===== src/rtl/tlb_pkg.sv =====
// Shared types for the translation cache.
// Assumes: the protection field keeps write enable in bit 0.
package tlb_pkg;

    typedef enum logic [1:0] {
        RES_MISS  = 2'd0,
        RES_HIT   = 2'd1,
        RES_FAULT = 2'd2
    } lk_res_e;

    // Decide the outcome of a lookup from the matched entry's flags.
    function automatic lk_res_e classify(input logic found, input logic is_write,
                                         input logic wr_en, input logic dirty);
        if (!found)
            return RES_MISS;
        if (is_write && !wr_en)
            return RES_FAULT;
        if (is_write && !dirty)
            return RES_MISS;
        return RES_HIT;
    endfunction

endpackage


===== src/rtl/tlb_match.sv =====
// Parallel tag compare: each valid entry is compared against one key.
// Assumes: at most one entry matches, which the top guarantees on fill.
module tlb_match #(
    parameter int ENTRIES = 16,
    parameter int VPN_W   = 20,
    localparam int IDX_W  = $clog2(ENTRIES)
) (
    input  logic [ENTRIES-1:0]            valid,
    input  logic [ENTRIES-1:0][VPN_W-1:0] tags,
    input  logic [VPN_W-1:0]              key,
    output logic [ENTRIES-1:0]            hit_vec,
    output logic                          any,
    output logic [IDX_W-1:0]              idx
);

    // One comparator per entry.
    for (genvar g = 0; g < ENTRIES; g++) begin : g_cmp
        assign hit_vec[g] = valid[g] && (tags[g] == key);
    end

    assign any = |hit_vec;

    // Encode the one-hot match into an index.
    always_comb begin
        idx = '0;
        for (int i = 0; i < ENTRIES; i++)
            if (hit_vec[i])
                idx = idx | IDX_W'(i);
    end

endmodule


===== src/rtl/tlb_victim.sv =====
// Chooses the entry a fill writes: existing match, else the lowest invalid entry, else the pointer.
// Assumes: the valid vector is the state before this cycle's updates.
module tlb_victim #(
    parameter int ENTRIES = 16,
    localparam int IDX_W  = $clog2(ENTRIES)
) (
    input  logic [ENTRIES-1:0] valid,
    input  logic               same_any,
    input  logic [IDX_W-1:0]   same_idx,
    input  logic [IDX_W-1:0]   rr_ptr,
    output logic [IDX_W-1:0]   victim,
    output logic               use_rr
);

    logic             free_any;
    logic [IDX_W-1:0] free_idx;

    // Lowest-numbered invalid entry.
    always_comb begin
        free_any = 1'b0;
        free_idx = '0;
        for (int i = ENTRIES - 1; i >= 0; i--)
            if (!valid[i]) begin
                free_any = 1'b1;
                free_idx = IDX_W'(i);
            end
    end

    // Selection in order of preference.
    always_comb begin
        use_rr = 1'b0;
        if (same_any)
            victim = same_idx;
        else if (free_any)
            victim = free_idx;
        else begin
            victim = rr_ptr;
            use_rr = 1'b1;
        end
    end

endmodule


===== src/rtl/tlb_cache.sv =====
// Fully associative translation cache with global, dirty and write-enable handling.
// Assumes: maintenance in a cycle is applied before that cycle's fill; lookups see old state.
module tlb_cache #(
    parameter int ENTRIES = 16,
    parameter int VPN_W   = 20,
    parameter int PFN_W   = 20,
    parameter int PROT_W  = 3,
    localparam int IDX_W  = $clog2(ENTRIES)
) (
    input  logic              clk,
    input  logic              rst_n,
    input  logic              lk_req,
    input  logic [VPN_W-1:0]  lk_vpn,
    input  logic              lk_write,
    input  logic              fill_en,
    input  logic [VPN_W-1:0]  fill_vpn,
    input  logic [PFN_W-1:0]  fill_pfn,
    input  logic [PROT_W-1:0] fill_prot,
    input  logic              fill_dirty,
    input  logic              fill_global,
    input  logic              inv_page_en,
    input  logic [VPN_W-1:0]  inv_vpn,
    input  logic              flush_local,
    input  logic              flush_all,
    output logic              rsp_valid,
    output logic              rsp_hit,
    output logic              rsp_fault,
    output logic [PFN_W-1:0]  rsp_pfn,
    output logic [PROT_W-1:0] rsp_prot
);
    import tlb_pkg::*;

    logic [ENTRIES-1:0]             ent_v, ent_g, ent_d, v_nxt;
    logic [ENTRIES-1:0][VPN_W-1:0]  ent_tag;
    logic [ENTRIES-1:0][PFN_W-1:0]  ent_pfn;
    logic [ENTRIES-1:0][PROT_W-1:0] ent_prot;
    logic [IDX_W-1:0]               rr_ptr;

    logic [ENTRIES-1:0] lk_hitvec, fl_hitvec, inv_hitvec;
    logic               lk_any, fl_any, inv_any;
    logic [IDX_W-1:0]   lk_idx, fl_idx, inv_idx;
    logic [IDX_W-1:0]   victim;
    logic               use_rr;
    lk_res_e            res;

    tlb_match #(.ENTRIES(ENTRIES), .VPN_W(VPN_W)) u_lk_match (
        .valid(ent_v), .tags(ent_tag), .key(lk_vpn),
        .hit_vec(lk_hitvec), .any(lk_any), .idx(lk_idx));

    tlb_match #(.ENTRIES(ENTRIES), .VPN_W(VPN_W)) u_fill_match (
        .valid(ent_v), .tags(ent_tag), .key(fill_vpn),
        .hit_vec(fl_hitvec), .any(fl_any), .idx(fl_idx));

    tlb_match #(.ENTRIES(ENTRIES), .VPN_W(VPN_W)) u_inv_match (
        .valid(ent_v), .tags(ent_tag), .key(inv_vpn),
        .hit_vec(inv_hitvec), .any(inv_any), .idx(inv_idx));

    tlb_victim #(.ENTRIES(ENTRIES)) u_victim (
        .valid(ent_v), .same_any(fl_any), .same_idx(fl_idx),
        .rr_ptr(rr_ptr), .victim(victim), .use_rr(use_rr));

    // Outcome of the current lookup against the stored flags.
    assign res = classify(lk_any, lk_write, ent_prot[lk_idx][0], ent_d[lk_idx]);

    // Next valid vector: maintenance first, then the fill.
    always_comb begin
        v_nxt = ent_v;
        if (flush_all)
            v_nxt = '0;
        else if (flush_local)
            v_nxt = ent_v & ent_g;
        if (inv_page_en && inv_any)
            v_nxt[inv_idx] = 1'b0;
        if (fill_en)
            v_nxt[victim] = 1'b1;
    end

    // Valid flags and replacement pointer.
    always_ff @(posedge clk) begin
        if (!rst_n) begin
            ent_v  <= '0;
            rr_ptr <= '0;
        end else begin
            ent_v <= v_nxt;
            if (fill_en && use_rr)
                rr_ptr <= (rr_ptr == IDX_W'(ENTRIES - 1)) ? '0 : rr_ptr + 1'b1;
        end
    end

    // Entry payload written by fills.
    always_ff @(posedge clk) begin
        if (fill_en) begin
            ent_tag[victim]  <= fill_vpn;
            ent_pfn[victim]  <= fill_pfn;
            ent_prot[victim] <= fill_prot;
            ent_d[victim]    <= fill_dirty;
            ent_g[victim]    <= fill_global;
        end
    end

    // Registered lookup response.
    always_ff @(posedge clk) begin
        if (!rst_n) begin
            rsp_valid <= 1'b0;
            rsp_hit   <= 1'b0;
            rsp_fault <= 1'b0;
            rsp_pfn   <= '0;
            rsp_prot  <= '0;
        end else begin
            rsp_valid <= lk_req;
            rsp_hit   <= lk_req && (res == RES_HIT);
            rsp_fault <= lk_req && (res == RES_FAULT);
            rsp_pfn   <= (lk_req && res == RES_HIT) ? ent_pfn[lk_idx] : '0;
            rsp_prot  <= (lk_req && res == RES_HIT) ? ent_prot[lk_idx] : '0;
        end
    end

endmodule


===== config.mk =====
export PLATFORM = sky130hd
export DESIGN_NAME = tlb_cache
export DESIGN_NICKNAME = d
export VERILOG_FILES = /design/src/rtl/tlb_pkg.sv /design/src/rtl/tlb_match.sv /design/src/rtl/tlb_victim.sv /design/src/rtl/tlb_cache.sv
export SDC_FILE = /design/constraint.sdc
export NUM_CORES = 2
export LEC_CHECK = 0
export BUFFER_PORTS_ARGS = -buffer_cell sky130_fd_sc_hd__buf_4
export CORE_UTILIZATION = 50
export DETAILED_ROUTE_END_ITERATION = 12
export GPL_TIMING_DRIVEN = 1
export PLACE_DENSITY = 0.64
export SLEW_MARGIN = 20
export SYNTH_ARGS = -nofsm -noshare
export SYNTH_HDL_FRONTEND = slang
export SYNTH_SLANG_ARGS = --single-unit

===== constraint.sdc =====
create_clock -name clk -period 8.9 [get_ports clk]
set_input_delay 0.89 -clock clk [delete_from_list [all_inputs] [get_ports clk]]
set_output_delay 0.89 -clock clk [all_outputs]
set_load 0.01 [all_outputs]

==> flow_summary_export.csv <==
group,metric,value,unit
logic_synthesis,synth_ff_type,"edfxtp_1",
setup_path,worst_reg2reg_path_startpoint,"ent_tag[221]",
logic_synthesis,synth.top_cell.area_share,55.3,%
global_routing,track_usage,31.8,%
timing,rsz0062_at_grt,"no",
place,dp_hpwl,70.9,mm
timing,clock_skew,0.0586,ns
logic_synthesis,post_synth_main_area_contributors,"edfxtp_1, xnor2_1, xor2_1",
power,finalPower,8.04,mW
logic_synthesis,synth.avg_cell_area,13.4,sq um
setup_path,r2r_cells,10,
run,maxCapViolCount,0,
timing,max-slew-margin-rel,26.2,%
logic_synthesis,asyncSetResetFlopFracSynth,0,%
route,drt_drc_violations_left,0,
setup_path,cp_data_arrival_time,5.66,ns
outcome,status,"completed",
setup_path,critical_path.endpoint,"ent_tag[223]",
setup_path,critPathLaunchType,"input pin",
min_path,timing.hold.worst.class,"input pin to flop",
timing,timing_hold_violations_final,0,
clocking,cts_sinks,766,
floorplanning,initial_core_util,50.5,%
route,post_drt_wl_per_cell,30.8,microns
timing,totalNegativeSetupSlack,0,ns
power,pwr_density_cell,186,nW/um^2
clocking,hold_bufs_inserted_after_cts,0,
logic_synthesis,synth.yosys.seq_area_share,57.7,%
setup_path,ff2ff_setup_slack,3.82,ns
setup_path,endpoint_kind,"flop",
cells_and_area,final_layout_size_suffix_gt1_share,12.4,%
setup_path,critical_path.max_fanout,36,
logic_synthesis,number_of_register_bits_inferred_by_synthesis,766,
timing,drv_slew,0,
timing,tightest_slew,1.09,ns
global_routing,antenna_found_initial,1,
route,avgViaCountPerCell,6.16,
clocking,cts_buffer_depth,3,
clocking,clock_tree_from_tritoncts,"done",
route,routed-via-count,25100,
place,number_of_port_buffers,118,
power,vdd.ir_drop.worst,160,uV
place,gp_routability_congestion,1.01,
route,dr.pass1.iters,5,
global_routing,largest_net_degree_at_the_start_of_global_routing,184,
timing,post-route-period-util,60.6,%
clocking,post_cts_setup_buffer_count,0,
clocking,clock_insertion_delay_worst_skew,0.67,ns
floorplanning,fp.dieArea,79300,sq um
clocking,numCtsBuffers,85,
logic_synthesis,synthesis_warnings,0,
logic_synthesis,synthDistinctLibCells,58,
setup_path,criticalPathCategory,"input pin to flop",
global_routing,first_global_vias,25200,
global_routing,grt_overflow,0,
route,drt-initial-drc-count,2588,
cells_and_area,area_growth,10.7,%
clocking,htree_levels,3,
clocking,reg_clk_slew_reported_paths,0.06,ns
timing,finalSetupViolations,0,
floorplanning,io_count,119,
floorplanning,die-height,282,microns
timing,achievable-frequency,0.185,GHz
power,total_leakage_power,14.4,nW
logic_synthesis,synth_edf_count,720,
logic_synthesis,synth_fp_nets,3012,
setup_path,crit_slowest_cell,"nor3_2",
logic_synthesis,syn_area,39100,sq um
setup_path,worstPathCellList,"buf_4 > xor2_1 > nor4_1 > nand4_1 > nor4_1 > or4_1 > or3_4 > or3_1 > nand3_1 > nor3_2 > buf_4",
route,routed_wirelength,126,mm
floorplanning,dieWidth,282,microns
floorplanning,floorplan.core_area,77300,sq um
clocking,ctsResizeCount,0,
setup_path,rr_endpoint,"ent_tag[223]",
logic_synthesis,instance_count_of_the_mapped_netlist,2918,
cells_and_area,design.final.nets,3063,
setup_path,cpPeakStageDelay,0.93,ns
timing,final_period_minus_worst_setup_slack,5.39,ns
setup_path,timing.critical_path.required,9.17,ns
setup_path,timing.critical_path.from,"fill_vpn[15]",
route,postRouteAntennaNets,0,
logic_synthesis,synth.largest_area_cell,"edfxtp_1",
global_routing,grt_pass1_wl,179,mm
clocking,cts_root_buf,"clkbuf_16",
floorplanning,core_rows,102,
==> flip-flops by register name, indices dropped and copies added (netlist names) <==
name	count
ent_pfn	320
ent_tag	320
ent_prot	48
rsp_pfn	20
ent_d	16
ent_g	16
ent_v	16
rr_ptr	4
rsp_prot	3
rsp_fault	1
rsp_hit	1
rsp_valid	1
==> per-layer routing <==
metal | wire length [microns] | up-vias | track usage (%)
li1 | - | 10800 | -
met3 | 10900 | 468 | 6.07
met5 | 0 | - | 0
met4 | 9130 | 0 | 20.2
met1 | 49000 | 12600 | 40.6
met2 | 56700 | 1332 | 50.1
==> through the flow <==
step,util [%],std cells,cell area (sq um),hold WS [ns],setup WS [ns]
final,55.9,4082,43300,0.428,3.51
after floorplan,-,2918,39100,0.470,2.32
after global placement,52.3,3922,40500,0.508,3.04
after detailed placement,52.3,3922,40500,0.529,2.91
after CTS,55.9,4081,43300,0.397,3.57
after global routing,55.9,4082,43300,0.417,3.28
==> kinds of logic (layout without fill, tap and decap cells) <==
logic type / count (synthesis) / in the layout / synth area share (%)
buf+inv: 198 / 321 / 3.08
fa+ha+maj: 1 / 1 / 0.0320
other cells: 0 / 1 / 0
simple gates: 566 / 566 / 8.25
mux: 188 / 188 / 5.12
xor+xnor: 961 / 961 / 21.5
compound gates: 238 / 238 / 4.28
flops: 766 / 766 / 57.7
==> layout make-up <==
type / count / area (sq um)
fillers: 6325 / 34100
flip-flops and latches: 766 / 22500
multi-input cells: 1954 / 15400
clock buffers: 121 / 2370
clock inverters: 38 / 425
well taps: 1040 / 1300
repair buffers: 152 / 1170
diodes: 1 / 2.50
inverters: 10 / 37.5
==> synth_stat cells, drive strengths merged (7+ instances only) <==
master    n
a21oi    54
xor2    321
mux2     69
inv      10
nor2     34
nand2b    9
nand3    56
o211ai   47
buf     156
edfxtp  720
a211oi   23
o21ai    55
nor4    115
clkbuf   32
nand4   168
dfxtp    46
nand2    85
mux2i   119
o21a     15
nor3     27
xnor2   640
nor2b    34
o2111a   22
nor4b     7
==> worst min path at each step <==
stage | to | slack [ns] | start | cells after the start
floorplan | rr_ptr[3] | 0.47 | rr_ptr[3] | 2
global placement | rr_ptr[3] | 0.51 | rr_ptr[3] | 2
detailed placement | rr_ptr[3] | 0.53 | rr_ptr[3] | 2
CTS | rsp_prot[0] | 0.40 | lk_write | 2
global route | rsp_prot[0] | 0.42 | lk_write | 2
finish | rsp_prot[0] | 0.43 | lk_write | 2
==> critical path: cells and delay by family <==
| kind | cells | cell delay [ns] |
|---|---|---|
| AND/OR/NAND/NOR | 8 | 3.35 |
| buffers and inverters | 2 | 1.18 |
| XOR/XNOR | 1 | 0.15 |
==> cells in the final DEF (no fill, tap or decap), drive strengths merged, types with 55 or more instances in the layout <==
cell type,instances
edfxtp,720
xor2,321
nand4,168
xnor2,640
mux2i,119
buf,152
o21ai,55
nor4,115
mux2,69
nand2,85
clkbuf,121
nand3,56
==> power by group <==
part / leakage [nW] / internal (mW) / total, mW / switching (mW)
combinational: 6.21 / 0.182 / 0.574 / 0.392
sequential: 6.88 / 3.96 / 3.98 / 0.0180
clock: 1.34 / 2.00 / 3.49 / 1.49
total: 14.4 / 6.15 / 8.04 / 1.90
(Power assumes the default switching activity.)
